===== config.mk =====
export PLATFORM = sky130hd
export DESIGN_NAME = wdt_keyed
export DESIGN_NICKNAME = d
export VERILOG_FILES = /design/src/rtl/wdk_pkg.sv /design/src/rtl/wdk_prescaler.sv /design/src/rtl/wdk_counter.sv /design/src/rtl/wdk_pulse.sv /design/src/rtl/wdk_regbus.sv /design/src/rtl/wdt_keyed.sv
export SDC_FILE = /design/constraint.sdc
export NUM_CORES = 1
export LEC_CHECK = 0
export BUFFER_PORTS_ARGS = -buffer_cell sky130_fd_sc_hd__buf_2
export CAP_MARGIN = 20
export CORE_UTILIZATION = 55
export CTS_BUF_LIST = sky130_fd_sc_hd__clkbuf_16
export DETAILED_ROUTE_END_ITERATION = 10
export GPL_TIMING_DRIVEN = 1
export PLACE_DENSITY = 0.77
export SLEW_MARGIN = 30
export SYNTH_ARGS = -nofsm -noshare
export SYNTH_HDL_FRONTEND = slang
export SYNTH_SLANG_ARGS = --single-unit

===== constraint.sdc =====
create_clock -name clk -period 4.5 [get_ports clk]
set_input_delay 0.45 -clock clk [delete_from_list [all_inputs] [get_ports clk]]
set_output_delay 0.45 -clock clk [all_outputs]
set_load 0.02 [all_outputs]

===== src/rtl/wdk_pkg.sv =====
`timescale 1ns/1ps
package wdk_pkg;

    localparam int unsigned BYTE_W   = 8;
    localparam int unsigned NUM_TAPS = 8;
    localparam int unsigned SEL_W    = $clog2(NUM_TAPS);

    localparam logic [BYTE_W-1:0] KEY_DATA = 8'h5A;
    localparam logic [BYTE_W-1:0] KEY_CTRL = 8'hA5;

    typedef enum logic [1:0] {
        OFS_CTRL   = 2'd0,
        OFS_COUNT  = 2'd1,
        OFS_RCTL_W = 2'd2,
        OFS_RCTL_R = 2'd3
    } ofs_e;

    typedef struct packed {
        logic             wd_mode;
        logic             run;
        logic [SEL_W-1:0] clk_sel;
    } ctrl_t;

    typedef struct packed {
        logic ovf_flag;
        logic rst_en;
        logic rst_manual;
    } rctl_t;

    typedef struct packed {
        logic [BYTE_W-1:0] key;
        logic [BYTE_W-1:0] val;
    } wword_t;

    // log2 of the divide ratio for each clock-select code
    function automatic int unsigned tap_log2(int unsigned idx);
        case (idx)
            0:       return 1;
            1:       return 3;
            2:       return 5;
            3:       return 6;
            4:       return 8;
            5:       return 9;
            6:       return 10;
            default: return 12;
        endcase
    endfunction

    function automatic logic [BYTE_W-1:0] ctrl_byte(ctrl_t c);
        return {1'b0, c.wd_mode, c.run, 2'b00, c.clk_sel};
    endfunction

    function automatic ctrl_t ctrl_from(logic [BYTE_W-1:0] b);
        ctrl_t c;
        c.wd_mode = b[6];
        c.run     = b[5];
        c.clk_sel = b[SEL_W-1:0];
        return c;
    endfunction

    function automatic logic [BYTE_W-1:0] rctl_byte(rctl_t r);
        return {r.ovf_flag, r.rst_en, r.rst_manual, 5'b00000};
    endfunction

endpackage


===== src/rtl/wdk_prescaler.sv =====
`timescale 1ns/1ps
module wdk_prescaler
    import wdk_pkg::*;
#(
    parameter int unsigned PRE_W = tap_log2(NUM_TAPS - 1)
) (
    input  logic             clk,
    input  logic             rst,
    input  logic             run,
    input  logic [SEL_W-1:0] clk_sel,
    output logic             tick
);

    logic [PRE_W-1:0]    pcnt_q;
    logic [NUM_TAPS-1:0] tap_hit;

    always_ff @(posedge clk) begin
        if (rst || !run) begin
            pcnt_q <= '0;
        end else begin
            pcnt_q <= pcnt_q + 1'b1;
        end
    end

    // One terminal-count detector per divide ratio
    for (genvar g = 0; g < NUM_TAPS; g++) begin : g_tap
        localparam int unsigned TAP_L = tap_log2(g);
        assign tap_hit[g] = &pcnt_q[TAP_L-1:0];
    end

    assign tick = run && tap_hit[clk_sel];

endmodule


===== src/rtl/wdk_counter.sv =====
`timescale 1ns/1ps
module wdk_counter #(
    parameter int unsigned CNT_W = 8
) (
    input  logic             clk,
    input  logic             rst,
    input  logic             run,
    input  logic             tick,
    input  logic             load,
    input  logic [CNT_W-1:0] load_val,
    output logic [CNT_W-1:0] count,
    output logic             wrap
);

    always_ff @(posedge clk) begin
        if (rst || !run) begin
            count <= '0;
        end else if (load) begin
            count <= load_val;
        end else if (tick) begin
            count <= count + 1'b1;
        end
    end

    // A software reload on the same edge suppresses the wrap
    assign wrap = run && tick && !load && (&count);

endmodule


===== src/rtl/wdk_pulse.sv =====
`timescale 1ns/1ps
module wdk_pulse #(
    parameter int unsigned LEN = 128
) (
    input  logic clk,
    input  logic rst,
    input  logic fire,
    output logic active
);

    localparam int unsigned CW = $clog2(LEN + 1);

    logic [CW-1:0] left_q;

    always_ff @(posedge clk) begin
        if (rst) begin
            left_q <= '0;
        end else if (fire) begin
            left_q <= CW'(LEN);
        end else if (left_q != '0) begin
            left_q <= left_q - 1'b1;
        end
    end

    assign active = (left_q != '0);

endmodule


===== src/rtl/wdk_regbus.sv =====
`timescale 1ns/1ps
module wdk_regbus
    import wdk_pkg::*;
(
    input  logic              clk,
    input  logic              rst,
    input  logic [1:0]        bus_addr,
    input  logic              bus_rd,
    input  logic              bus_wr,
    input  logic [15:0]       bus_wdata,
    input  logic [BYTE_W-1:0] count,
    input  logic              wd_event,
    output ctrl_t             ctrl,
    output rctl_t             rctl,
    output logic              cnt_load,
    output logic [BYTE_W-1:0] cnt_wval,
    output logic [BYTE_W-1:0] rdata
);

    wword_t w;
    logic   at_main, at_rctl;
    logic   ctrl_we, cfg_we, flag_clr;

    assign w        = wword_t'(bus_wdata);
    assign at_main  = bus_wr && (ofs_e'(bus_addr) == OFS_CTRL);
    assign at_rctl  = bus_wr && (ofs_e'(bus_addr) == OFS_RCTL_W);

    assign cnt_load = at_main && (w.key == KEY_DATA);
    assign cnt_wval = w.val;
    assign ctrl_we  = at_main && (w.key == KEY_CTRL);
    assign cfg_we   = at_rctl && (w.key == KEY_DATA);
    assign flag_clr = at_rctl && (w.key == KEY_CTRL) && (w.val == '0);

    always_ff @(posedge clk) begin
        if (rst) begin
            ctrl <= '0;
            rctl <= '0;
        end else begin
            if (ctrl_we) begin
                ctrl <= ctrl_from(w.val);
            end
            if (cfg_we) begin
                rctl.rst_en     <= w.val[6];
                rctl.rst_manual <= w.val[5];
            end
            // a new overflow beats a coincident clear
            if (wd_event) begin
                rctl.ovf_flag <= 1'b1;
            end else if (flag_clr) begin
                rctl.ovf_flag <= 1'b0;
            end
        end
    end

    always_comb begin
        rdata = '0;
        if (bus_rd) begin
            case (ofs_e'(bus_addr))
                OFS_CTRL:   rdata = ctrl_byte(ctrl);
                OFS_COUNT:  rdata = count;
                OFS_RCTL_R: rdata = rctl_byte(rctl);
                default:    rdata = '0;
            endcase
        end
    end

endmodule


===== src/rtl/wdt_keyed.sv =====
`timescale 1ns/1ps
module wdt_keyed
    import wdk_pkg::*;
#(
    parameter int unsigned OVF_LEN = 128,
    parameter int unsigned RST_LEN = 512
) (
    input  logic        clk,
    input  logic        rst,
    input  logic [1:0]  bus_addr,
    input  logic        bus_rd,
    input  logic        bus_wr,
    input  logic [15:0] bus_wdata,
    output logic [7:0]  bus_rdata,
    output logic        ovf_out,
    output logic        int_rst,
    output logic        int_rst_manual
);

    ctrl_t             ctrl;
    rctl_t             rctl;
    logic              tick, wrap, cnt_load;
    logic [BYTE_W-1:0] cnt_val, cnt_wval;
    logic              wd_event, rst_fire, kind_q;
    logic              ovf_flag, run_en;
    logic [4:0]        ctrl_bits;

    assign wd_event  = wrap && ctrl.wd_mode;
    assign rst_fire  = wd_event && rctl.rst_en;
    assign ovf_flag  = rctl.ovf_flag;
    assign run_en    = ctrl.run;
    assign ctrl_bits = ctrl;

    wdk_regbus u_regbus (
        .clk      (clk),
        .rst      (rst),
        .bus_addr (bus_addr),
        .bus_rd   (bus_rd),
        .bus_wr   (bus_wr),
        .bus_wdata(bus_wdata),
        .count    (cnt_val),
        .wd_event (wd_event),
        .ctrl     (ctrl),
        .rctl     (rctl),
        .cnt_load (cnt_load),
        .cnt_wval (cnt_wval),
        .rdata    (bus_rdata)
    );

    wdk_prescaler u_presc (
        .clk    (clk),
        .rst    (rst),
        .run    (ctrl.run),
        .clk_sel(ctrl.clk_sel),
        .tick   (tick)
    );

    wdk_counter #(.CNT_W(BYTE_W)) u_count (
        .clk     (clk),
        .rst     (rst),
        .run     (ctrl.run),
        .tick    (tick),
        .load    (cnt_load),
        .load_val(cnt_wval),
        .count   (cnt_val),
        .wrap    (wrap)
    );

    wdk_pulse #(.LEN(OVF_LEN)) u_ovf_pulse (
        .clk   (clk),
        .rst   (rst),
        .fire  (wd_event),
        .active(ovf_out)
    );

    wdk_pulse #(.LEN(RST_LEN)) u_rst_pulse (
        .clk   (clk),
        .rst   (rst),
        .fire  (rst_fire),
        .active(int_rst)
    );

    // reset type is captured when the pulse starts
    always_ff @(posedge clk) begin
        if (rst) begin
            kind_q <= 1'b0;
        end else if (rst_fire) begin
            kind_q <= rctl.rst_manual;
        end
    end

    assign int_rst_manual = int_rst && kind_q;

endmodule


; ---- Word level (Yosys, flattened, before mapping)
; Cells that the tools add are included.
[op_classes]
n_reduce_logical = 35
n_shift = 0
magnitude_cmp = 1
mul = 0
mux = 12
eq_ne = 5
n_addsub = 4
div = 0
n_bitwise = 0
[op_table]
columns = op, count
row1 = $mux 8, 5
row2 = $pmux 8 s3, 1
row3 = $mux 10, 2
row4 = $reduce_and 8->1, 2
row5 = $logic_and 1x1->1, 14
row6 = $add 12x1->12 const B, 1
row7 = $reduce_and 12->1, 1
row8 = $reduce_and 10->1, 1
row9 = $reduce_bool 10->1, 1
row10 = $sub 10x1->10 const B, 1
row11 = $reduce_and 9->1, 1
row12 = $add 8x1->8 const B, 1
row13 = $eq 8x7->1 const B, 1
row14 = $eq 8x8->1 const B, 1
row15 = $logic_not 8->1, 1
row16 = $reduce_bool 2->1, 4
row17 = $reduce_bool 8->1, 1
row18 = $sub 8x1->8 const B, 1
row19 = $reduce_and 6->1, 1
row20 = $reduce_and 5->1, 1
row21 = $eq 2x2->1 const B, 2
row22 = $lt 3x4->1 const B, 1
row23 = $reduce_or 2->1, 2
row24 = $bmux 1 s3, 1
row25 = 6 further kinds, 9
[totals]
ff_bits = 47
mem_bits_rw = 0
out_inout_bits = 11
inputBits = 22
n_memories = 0
word_cells = 70
rom_bits = 0
latch_bits = 0

; ---- Depth between registers and ports, before layout
; Gate-level depths: netlist of run 1.
[depth]
word_depth = 10
depth_mapped = 12
depth_no_buf = 11

; ---- Cells and area by module
; A second synthesis of run 1 with hierarchy kept.
[hier_totals]
hier_cells = 321
hier_area_um2 = 2798.9
[by_module_without_submodules]
columns = mod, instances, cells_per_inst, area_per_inst_um2
row1 = wdk_regbus, 1, 75, 649.4
row2 = wdk_prescaler, 1, 68, 604.3
row3 = wdk_pulse (u_rst_pulse), 1, 70, 591.8
row4 = wdk_counter, 1, 56, 481.7
row5 = wdk_pulse (u_ovf_pulse), 1, 45, 405.4
row6 = wdt_keyed, 1, 7, 66.3

; ---- Least setup slack after synthesis of run 1
; No wires, ideal clock.
[synth_path]
path_kind = in2reg
start = input port bus_addr[1]
end = register u_rst_pulse.left_q[1]
path_buffers = 3
arrival_time_ns = 2.076
setup_ns = 0.080
slack_ns = 2.344
stages = 9
required_time_ns = 4.420
cell_sequence = buf_6 > or2_1 > or4_1 > buf_4 > nand2_4 > nor4b_2 > or2_0 > buf_6 > a211oi_2
[synth_between]
elab_chain_len = 9
[synth_rtl]
columns = item, line
row1 = "start, declared", wdt_keyed.sv:10  ; input logic [1:0] bus_addr,
row2 = $logic_not 2->1, wdk_regbus.sv:25  ; assign at_main = bus_wr && (ofs_e'(bus_addr) == OFS_CTRL);
row3 = $logic_and 1x1->1, wdk_regbus.sv:25
row4 = $logic_and 1x1->1, wdk_regbus.sv:28  ; assign cnt_load = at_main && (w.key == KEY_DATA);
row5 = $logic_not 1->1, wdk_counter.sv:26  ; assign wrap = run && tick && !load && (&count);
row6 = $logic_and 1x1->1 (2 in series), wdk_counter.sv:26
row7 = $logic_and 1x1->1, wdt_keyed.sv:28  ; assign wd_event = wrap && ctrl.wd_mode;
row8 = $logic_and 1x1->1, wdt_keyed.sv:29  ; assign rst_fire = wd_event && rctl.rst_en;
row9 = $reduce_or 2->1 (no line), -
row10 = "end signal, assigned", wdk_pulse.sv:19  ; left_q <= CW'(LEN);
row11 = "end signal, assigned", wdk_pulse.sv:21  ; left_q <= left_q - 1'b1;
row12 = "end, declared", wdk_pulse.sv:13  ; logic [CW-1:0] left_q;
; No other way between the ends.
; A chain may end at the register's enable or synchronous reset.

; ---- Worst setup path in the final report of run 1
[layout_path]
start = register u_presc.pcnt_q[0]
end = register u_rst_pulse.left_q[4]
[layout_between]
elab_chain_len = 10
[layout_rtl]
columns = item, line
row1 = "start, declared", wdk_prescaler.sv:14  ; logic [PRE_W-1:0] pcnt_q;
row2 = "start signal, assigned", wdk_prescaler.sv:21  ; pcnt_q <= pcnt_q + 1'b1;
row3 = "$reduce_and 12->1, or another cell as far along", wdk_prescaler.sv:28  ; assign tap_hit[g] = &pcnt_q[TAP_L-1:0];
row4 = $bmux 1 s3 (*), wdk_prescaler.sv:31  ; assign tick = run && tap_hit[clk_sel];
row5 = $mux 1 (not written as such) (*), wdk_prescaler.sv:31
row6 = $logic_and 1x1->1 (*), wdk_prescaler.sv:31
row7 = $logic_and 1x1->1 (*) (3 in series), wdk_counter.sv:26
row8 = $logic_and 1x1->1 (*), wdt_keyed.sv:28
row9 = $logic_and 1x1->1 (*), wdt_keyed.sv:29
row10 = $reduce_or 2->1 (no line) (*), -
; Every way passes the cells marked *; elsewhere a longest branch is shown, timed or not. The select of a mux whose other input is x is not followed.

==> flow_metrics.py, run 1 <==
metrics = {
    "timing": {
        "finalHoldViolCount": 0,
        "relSlewSlack": 0.505,
        "setup_viol": 0,
        "skew_ps": 5.63,
        "min_period_ps": 2600,
        "fmax_mhz": 384,
        "worst_pin_slew_ps": 742,
        "fin_crit_sh": 0.578,
        "drv_slew": 0,
        "rsz0062_at_grt": "no",
        "setup_slack_ps": 1900,
        "hold_slack_ps": 422,
        "tns_ps": 0,
    },
    "synthesis": {
        "synth_edf_count": 0,
        "synth_cell_type_count": 46,
        "synth_seq_cells": 47,
        "syn_area_per_cell_um2": 8.39,
        "ys_seq_area_frac": 0.379,
        "async_flop_share": 0,
        "yosysWarnings": 0,
        "ys.flop_type": "dfxtp_1",
        "synth_nets": 325,
        "synthCells": 296,
        "synthesis.area_um2": 2480,
    },
    "place": {
        "pre_cts_slack_ps": 1870,
        "dp_hpwl_mm": 3.76,
        "placed_area_um2": 2650,
        "portBuffers": 32,
        "finalWeightedCongestion": 0.892,
        "placed_cells": 370,
    },
    "detailed_routing": {
        "postRouteWirelength_mm": 5.21,
        "wl_per_cell_um": 13.8,
        "drc_errors": 0,
        "vias": 2154,
        "viasPerCell": 5.70,
        "antenna_left": 0,
        "drt-initial-drc-count": 133,
        "drtPass1Iterations": 4,
    },
    "clock_network": {
        "clk_path_buf_depth": 2,
        "cts.sinks": 47,
        "clk_latency_ps": 290,
        "cts-resized-gates": 0,
        "clkTransAtPathRegs_ps": 60,
        "cts_setup_buffers": 0,
        "numCtsBuffers": 5,
        "cts_tree": "done",
        "hold_buffers": 0,
        "cts_root_buf": "clkbuf_16",
        "h-tree-depth": 2,
    },
    "global_routing": {
        "antenna_found_initial": 0,
        "track_usage": 0.233,
        "grt_max_degree": 19,
        "grt_pass1_vias": 2009,
        "grt-ovfl-total": 0,
        "grt_pass1_wl_mm": 9.07,
    },
    "worst_hold_path": {
        "hold_path_class": "in -> reg",
    },
    "cells_and_area": {
        "diodes": 0,
        "final_common_cell": "dfxtp_1",
        "n_fill_cell": 362,
        "final_cell_mix": "dfxtp_1, nor2_1, buf_2",
        "fin_nets": 354,
        "area_delta_synth_final_pct": 12.3,
        "drive_gt1_frac": 0.160,
        "multi_input_area_um2": 1440,
        "final_cell_count_no_fill": 378,
        "final_util": 0.641,
        "register_area_um2": 941,
        "final_area_um2": 2790,
    },
    "pwr": {
        "p_total_mw": 1.30,
        "power.leakage_nw": 1.06,
        "power_density_nw_per_um2": 466,
        "switching_share": 0.331,
        "seq_power_share": 0.406,
        "vdd_drop_max_v": 0.000183,
        "p_clk_frac": 0.279,
        "comb_power_share": 0.316,
        "power.switching_mw": 0.430,
        "internal_power_mw": 0.870,
    },
    "setup_path": {
        "cp_cell_sequence": "ha_1, nand3_1, nor2_1, and2_1, ha_1, nand3b_1, nand2_1, a21oi_2, nor4b_2, or2_0, nor2_1",
        "critPathArrivalTime_ps": 2760,
        "crit_path_start_kind": "flop",
        "cpPeakStageDelay_ps": 470,
        "setup.worst_path.end_class": "flop",
        "path_class": "reg -> reg",
        "cp_max_fo": 9,
        "worst-endpoint-required_ps": 4660,
        "critical-path-slowest-cell": "or2_0",
    },
    "die": {
        "ios": 33,
        "core_area_um2": 4350,
        "die-area_um2": 4790,
        "num_rows": 24,
        "start_util": 0.571,
        "die_y_um": 69.2,
        "fp.dieW_um": 69.2,
    },
    "flow_run": {
        "drv_cap": 0,
    },
    "outcome": {
        "status": "completed",
    },
}
cells by family after synthesis:
family | after synthesis | share of synthesized area
buffers and inverters | 21 | 0.0423
adder cells (fa/ha/maj) | 7 | 0.0352
AO/OA/AOI/OAI | 40 | 0.102
XOR/XNOR | 20 | 0.0705
multiplexers | 16 | 0.0650
flip-flops | 47 | 0.379
AND/OR/NAND/NOR | 145 | 0.306
critical path, delay by kind of cell, from the launching register on:
| kind | cells | cell delay (ps) |
|---|---|---|
| flip-flops | 1 | 400 |
| AND/OR/NAND/NOR | 8 | 1660 |
| adder cells (fa/ha/maj) | 2 | 340 |
| AO/OA/AOI/OAI | 1 | 80 |
state kept, by name (all words and copies together), names as in the netlist:
register            cells
kind_q                  1
u_count.count           8
u_ovf_pulse.left_q      8
u_presc.pcnt_q         12
u_regbus.ctrl           5
u_regbus.rctl           3
u_rst_pulse.left_q     10
path summary, 6_finish.rpt:
kind / startpoint / endpoint / slack [ps] / depth (start not counted)
worst max-delay path: u_presc.pcnt_q[0]$_SDFF_PP0_ / u_rst_pulse.left_q[4]$_SDFFE_PP0P_ / 1900 / 11
worst min-delay path: bus_wdata[2] / u_regbus.ctrl[2]$_SDFFE_PP0P_ / 420 / 3
worst max register to register: u_presc.pcnt_q[0]$_SDFF_PP0_ / u_rst_pulse.left_q[4]$_SDFFE_PP0P_ / 1900 / 11
worst min register to register: u_presc.pcnt_q[6]$_SDFF_PP0_ / u_presc.pcnt_q[6]$_SDFF_PP0_ / 490 / 2
power groups by stage:
stage / Combinational (mW) / Sequential (mW) / Clock (mW)
2_1_floorplan: 0.342 / 0.523 / 0
3_3_place_gp: 0.403 / 0.533 / 0
3_5_place_dp: 0.411 / 0.535 / 0
4_1_cts: 0.414 / 0.526 / 0.373
5_1_grt: 0.474 / 0.533 / 0.387
6_report: 0.411 / 0.527 / 0.362
layer usage:
| layer | track usage | part of all wire | wire length, µm |
|---|---|---|---|
| met3 | 0.0552 | 0.051 | 266 |
| met5 | 0 | 0 | 0 |
| met1 | 0.314 | 0.47 | 2460 |
| met2 | 0.350 | 0.45 | 2360 |
| met4 | 0.113 | 0.026 | 133 |
layout make-up:
class / count / share of cell area
clock buffer: 5 / 0.0448
clock inverter: 3 / 0.00717
inverter: 11 / 0.0148
multi-input combinational: 228 / 0.515
sequential: 47 / 0.337
tap: 52 / 0.0233
timing repair buffer: 32 / 0.0574
synthesized netlist by cell type (all sizes together) (4+ instances only):
| library cell | instances | share of area |
|---|---|---|
| nand2b | 5 | 0.013 |
| o21ai | 10 | 0.020 |
| nor2 | 44 | 0.066 |
| nand3 | 14 | 0.028 |
| and2 | 9 | 0.023 |
| nor4 | 6 | 0.015 |
| or4 | 4 | 0.012 |
| inv | 11 | 0.017 |
| nor3 | 15 | 0.030 |
| a21oi | 19 | 0.040 |
| mux2i | 15 | 0.060 |
| nand2 | 21 | 0.035 |
| xor2 | 5 | 0.018 |
| xnor2 | 15 | 0.053 |
| or2 | 5 | 0.013 |
| or3 | 5 | 0.015 |
| buf | 4 | 0.017 |
| dfxtp | 47 | 0.38 |
| clkbuf | 6 | 0.0091 |
| ha | 7 | 0.035 |
No activity file was read; power rests on OpenSTA's default activity.
==> run 2, diff against run 1 <==
==> constraint.sdc (replaced) <==
create_clock -name clk -period 2.6 [get_ports clk]
set_input_delay 0.26 -clock clk [delete_from_list [all_inputs] [get_ports clk]]
set_output_delay 0.26 -clock clk [all_outputs]
set_load 0.02 [all_outputs]
==> run 2 against run 1 <==
Net effect: cell count is 0.53% higher; critical path depth is 1 higher; die area is the same; largest power group unchanged; routed wire length is 0.84% lower; critical endpoint is now u_rst_pulse.left_q[1]$_SDFFE_PP0P_; highest routed layer unchanged.
==> flow_metrics.py, run 2 (synthesis gave the netlist of run 1 again) <==
metrics = {
    "clock_network": {
        "cts_setup_buffers": 0,
        "clkTransAtPathRegs_ps": 70,
        "clk_path_buf_depth": 2,
        "cts.sinks": 47,
        "cts-resized-gates": 0,
        "clk_latency_ps": 290,
        "numCtsBuffers": 5,
        "h-tree-depth": 2,
        "hold_buffers": 0,
        "cts_tree": "done",
        "cts_root_buf": "clkbuf_16",
    },
    "detailed_routing": {
        "wl_per_cell_um": 13.6,
        "antenna_left": 0,
        "drt-met1-wl_mm": 2.44,
        "drc_errors": 0,
        "top_layer": "met4",
        "drtPass1Iterations": 4,
        "viasPerCell": 5.60,
        "drt-initial-drc-count": 86,
        "met2_length_mm": 2.46,
        "postRouteWirelength_mm": 5.17,
        "vias": 2128,
        "dr_wl_met3_um": 208,
    },
    "setup_path": {
        "crit_top_cell": "ha_1",
        "worst-endpoint-required_ps": 2810,
        "critical-path-slowest-cell": "dfxtp_1",
        "cp_max_fo": 9,
        "crit_path_start_kind": "flop",
        "critPathArrivalTime_ps": 2600,
        "cp_cell_sequence": "ha_1, nand3_1, nor2_4, and2_1, ha_1, nand3b_1, nand2_1, a21oi_4, nor4b_2, or2_0, buf_4, a211oi_2",
        "cpPeakStageDelay_ps": 350,
        "path_class": "reg -> reg",
        "setup.worst_path.end_class": "flop",
    },
    "cells_and_area": {
        "final_cell_mix": "dfxtp_1, nor2_1, buf_2",
        "largest_register": "u_presc.pcnt_q",
        "n_fill_cell": 342,
        "final_common_cell": "dfxtp_1",
        "final_util": 0.663,
        "largest_reg_flops": 12,
        "multi_input_area_um2": 1470,
        "drive_gt1_frac": 0.177,
        "fin_nets": 356,
        "final_cell_count_no_fill": 380,
        "area_delta_synth_final_pct": 16.1,
        "diodes": 0,
        "register_area_um2": 941,
        "reg_top3": "u_presc.pcnt_q (12), u_rst_pulse.left_q (10)",
    },
    "die": {
        "fp.dieW_um": 69.2,
        "die_y_um": 69.2,
        "die-area_um2": 4790,
        "ios": 33,
        "core_area_um2": 4350,
        "num_rows": 24,
        "start_util": 0.571,
    },
    "timing": {
        "finalHoldViolCount": 0,
        "drv_slew": 0,
        "fin_crit_sh": 0.917,
        "min_period_ps": 2380,
        "skew_ps": 5.81,
        "relSlewSlack": 0.488,
        "hold_slack_ps": 244,
        "setup_viol": 0,
        "worst_pin_slew_ps": 767,
        "tns_ps": 0,
        "fmax_mhz": 420,
    },
    "place": {
        "portBuffers": 32,
        "placed_cells": 372,
        "finalWeightedCongestion": 0.786,
        "dp_hpwl_mm": 3.70,
    },
    "worst_hold_path": {
        "hold_path_class": "in -> reg",
    },
    "pwr": {
        "power_density_nw_per_um2": 853,
        "p_total_mw": 2.46,
        "vdd_drop_max_v": 0.000394,
        "power.leakage_nw": 1.09,
    },
    "outcome": {
        "status": "completed",
    },
    "global_routing": {
        "track_usage": 0.227,
        "antenna_found_initial": 0,
        "grt-ovfl-total": 0,
        "grt_pass1_wl_mm": 8.89,
        "grt_max_degree": 18,
        "grt_pass1_vias": 2044,
    },
    "flow_run": {
        "drv_cap": 0,
    },
}
-- run 2: cell count changes in the layout (fill, tap and decap cells not counted), moves of 2 or more --
| cell | change |
|---|---|
| buf_4 | +2 |
| nor3_1 | -2 |
| bufinv_16 | +2 |
| nor3_2 | +2 |
-- run 2: through the flow --
step	setup WS (ps)	instance area [µm²]
detailed placement	214	2660
finish	217	2890
global route	-3.01	2890
floorplan	458	2480
CTS	168	2850
global placement	312	2660
-- run 2: cell type report --
type	instances	share of cell area
clock buffer	5	0.0434
clock inverter	3	0.0234
inverter	11	0.0143
multi-input combinational	228	0.510
sequential	47	0.326
tap	52	0.0225
timing repair buffer	34	0.0607
-- run 2: routing by layer --
layer	vias to the layer above	global-route usage
li1	1105	-
met1	969	0.289
met2	47	0.386
met3	7	0.0465
met4	0	0.0703
met5	-	0
-- run 2: where the power goes --
part           switching (mW)  total [mW]  internal, mW  leakage [nW]
clock                   0.273       0.823         0.551        0.0900
combinational           0.389       0.725         0.336         0.623
sequential             0.0924       0.914         0.822         0.382
-- run 2: worst paths after layout --
check / start / end / slack [ps] / depth (start not counted)
setup / recovery: u_presc.pcnt_q[0]$_SDFF_PP0_ / u_rst_pulse.left_q[1]$_SDFFE_PP0P_ / 220 / 12
hold / removal: bus_wdata[1] / u_regbus.ctrl[1]$_SDFFE_PP0P_ / 240 / 3
setup reg to reg: u_presc.pcnt_q[0]$_SDFF_PP0_ / u_rst_pulse.left_q[1]$_SDFFE_PP0P_ / 220 / 12
hold reg to reg: u_regbus.rctl[0]$_SDFFE_PP0P_ / u_regbus.rctl[0]$_SDFFE_PP0P_ / 480 / 2
-- run 2: worst max-delay path: cells and delay by family, from the launching register on --
kind	cells	cell delay (ps)
AO/OA/AOI/OAI	2	450
AND/OR/NAND/NOR	7	940
flip-flops	1	350
adder cells (fa/ha/maj)	2	410
buffers and inverters	1	170
==> run 3, diff against run 2 <==
--- a/config.mk
+++ b/config.mk
@@ -5,13 +5,14 @@
 export SDC_FILE = /design/constraint.sdc
 export NUM_CORES = 1
 export LEC_CHECK = 0
+export ABC_AREA = 1
 export BUFFER_PORTS_ARGS = -buffer_cell sky130_fd_sc_hd__buf_2
 export CAP_MARGIN = 20
 export CORE_UTILIZATION = 55
 export CTS_BUF_LIST = sky130_fd_sc_hd__clkbuf_16
 export DETAILED_ROUTE_END_ITERATION = 10
 export GPL_TIMING_DRIVEN = 1
-export PLACE_DENSITY = 0.77
+export PLACE_DENSITY = 0.76
 export SLEW_MARGIN = 30
 export SYNTH_ARGS = -nofsm -noshare
 export SYNTH_HDL_FRONTEND = slang
==> constraint.sdc (replaced) <==
create_clock -name clk -period 2.65 [get_ports clk]
set_input_delay 0.265 -clock clk [delete_from_list [all_inputs] [get_ports clk]]
set_output_delay 0.265 -clock clk [all_outputs]
set_load 0.02 [all_outputs]
==> run 3 against run 2 <==
Net effect: synthesized cell count grew 27%; routed wire length rose by 7.8%; utilization up 0.091 points; critical path type unchanged; critical endpoint is now u_rst_pulse.left_q[6]$_SDFFE_PP0P_.
==> flow_metrics.py, run 3 <==
metrics = {
    "outcome": {
        "status": "completed",
    },
    "cells_and_area": {
        "final_common_cell": "nor2_1",
        "reg_top3": "u_presc.pcnt_q (12), u_rst_pulse.left_q (10)",
        "largest_register": "u_presc.pcnt_q",
        "largest_reg_flops": 12,
        "diodes": 0,
        "drive_gt1_frac": 0.128,
        "area_delta_synth_final_pct": 14.9,
        "final_util": 0.664,
        "final_area_um2": 2930,
        "fin_nets": 443,
        "final_cell_mix": "nor2_1, nand2_1, inv_1",
    },
    "detailed_routing": {
        "postRouteWirelength_mm": 5.57,
        "drtPass1Iterations": 4,
        "antenna_left": 0,
        "vias": 2422,
        "viasPerCell": 5.19,
        "drt-initial-drc-count": 163,
        "drc_errors": 0,
        "wl_per_cell_um": 11.9,
    },
    "clock_network": {
        "cts.sinks": 47,
        "hold_buffers": 0,
        "cts_tree": "done",
        "h-tree-depth": 2,
        "clkTransAtPathRegs_ps": 60,
        "numCtsBuffers": 5,
        "cts-resized-gates": 0,
        "cts_root_buf": "clkbuf_16",
        "clk_latency_ps": 280,
        "clk_path_buf_depth": 2,
        "cts_setup_buffers": 0,
    },
    "setup_path": {
        "crit_path_start_kind": "flop",
        "worst-endpoint-required_ps": 2820,
        "critPathArrivalTime_ps": 2310,
        "critical-path-slowest-cell": "dfxtp_1",
        "cpPeakStageDelay_ps": 370,
        "path_class": "reg -> reg",
        "cp_cell_sequence": "ha_1, nand2_2, nor2_4, ha_1, inv_1, nand2_1, nand3_1, nand2_1, inv_1, a21oi_4, nand3_4, nor2_2, nand2_1, nand2_2, nor2_1",
        "setup.worst_path.end_class": "flop",
        "cp_max_fo": 9,
        "crit_top_cell": "nand2_1",
    },
    "die": {
        "start_util": 0.577,
        "die_y_um": 70.1,
        "ios": 33,
        "die-area_um2": 4910,
        "num_rows": 24,
        "core_area_um2": 4410,
        "fp.dieW_um": 70.1,
    },
    "global_routing": {
        "grt-ovfl-total": 0,
        "grt_max_degree": 17,
        "grt_pass1_vias": 2303,
        "track_usage": 0.243,
        "grt_pass1_wl_mm": 9.58,
        "antenna_found_initial": 0,
    },
    "synthesis": {
        "ys.flop_type": "dfxtp_1",
        "synth.most_common_cell": "nor2_1",
        "ys_seq_area_frac": 0.369,
        "synthesis.area_um2": 2550,
        "yosysTopAreaCell": "dfxtp_1",
        "post_synth_most_frequent_cells": "nor2_1, nand2_1, inv_1, dfxtp_1, a21oi_1",
        "async_flop_share": 0,
        "synth_cell_type_count": 30,
        "synth.top_cell.area_share": 0.369,
        "synth_nets": 406,
        "synthCells": 377,
        "syn_area_per_cell_um2": 6.76,
        "synthTopCellsByArea": "dfxtp_1, nor2_1, nand2_1",
        "synth_seq_cells": 47,
        "synth_edf_count": 0,
        "yosysWarnings": 0,
    },
    "timing": {
        "drv_slew": 0,
        "rsz0062_at_grt": "no",
        "worst_pin_slew_ps": 525,
        "min_period_ps": 2140,
        "setup_viol": 0,
        "fmax_mhz": 467,
        "relSlewSlack": 0.650,
        "skew_ps": 3.19,
        "fin_crit_sh": 0.809,
        "tns_ps": 0,
        "finalHoldViolCount": 0,
    },
    "place": {
        "finalWeightedCongestion": 0.836,
        "dp_hpwl_mm": 4.22,
        "portBuffers": 32,
        "placed_area_um2": 2770,
    },
    "pwr": {
        "vdd_drop_max_v": 0.000368,
        "p_total_mw": 2.39,
        "power.leakage_nw": 1.21,
        "power_density_nw_per_um2": 815,
    },
    "worst_hold_path": {
        "hold_path_class": "in -> reg",
    },
    "flow_run": {
        "drv_cap": 0,
    },
}
-- run 3: changes by cell type in the layout (fill, tap and decap cells not counted), moves of 10 or more --
cell	before	now
nor2_1	43	76
xnor2_1	15	5
a21oi_1	18	31
nand2_1	20	64
mux2i_1	15	1
inv_1	11	57
-- run 3: area by class of cell --
class                      instances  area, µm²
clock buffer                       5        125
clock inverter                     3       38.8
fill                             402       1490
inverter                          59        221
multi-input combinational        269       1380
sequential                        47        941
tap                               52       65.1
timing repair buffer              32        160
-- run 3: path summary, 6_finish.rpt --
path	cells after the start	to	slack, ps	start
hold reg to reg	1	u_presc.pcnt_q[0]$_SDFF_PP0_	470	u_presc.pcnt_q[0]$_SDFF_PP0_
setup reg to reg	15	u_rst_pulse.left_q[6]$_SDFFE_PP0P_	510	u_presc.pcnt_q[0]$_SDFF_PP0_
hold / removal	2	u_regbus.rctl[2]$_SDFFE_PP0P_	230	rst
setup / recovery	15	u_rst_pulse.left_q[6]$_SDFFE_PP0P_	510	u_presc.pcnt_q[0]$_SDFF_PP0_
-- run 3: power by group --
group          internal, mW  total (mW)  switching [mW]
logic                 0.310       0.799           0.489
registers             0.819       0.898          0.0787
clock network         0.440       0.691           0.252
-- run 3: kinds of logic after synthesis --
logic type	count (synthesis)	synth area share
simple gates	194	0.336
flops	47	0.369
mux	1	0.00393
compound gates	49	0.105
buf+inv	61	0.0903
xor+xnor	18	0.0619
fa+ha+maj	7	0.0344
-- run 3: metrics by stage --
stage,hold slack (ps),instances,setup WS (ps)
6_report,233,467,507
5_1_grt,237,467,278
4_1_cts,230,467,500
3_5_place_dp,454,459,511
3_3_place_gp,447,459,597
2_1_floorplan,334,377,771
-- run 3: per-layer routing --
metal	track usage	vias to the layer above	routed length, µm
met2	0.440	45	2820
met4	0.0956	0	59
met1	0.287	1094	2550
li1	-	1277	-
met5	0	-	0
met3	0.0361	6	144
-- run 3: critical path: cells and delay by family, from the launching register on --
kind | cells | cell delay [ps]
AO/OA/AOI/OAI | 1 | 170
adder cells (fa/ha/maj) | 2 | 370
buffers and inverters | 2 | 100
flip-flops | 1 | 370
AND/OR/NAND/NOR | 10 | 1020
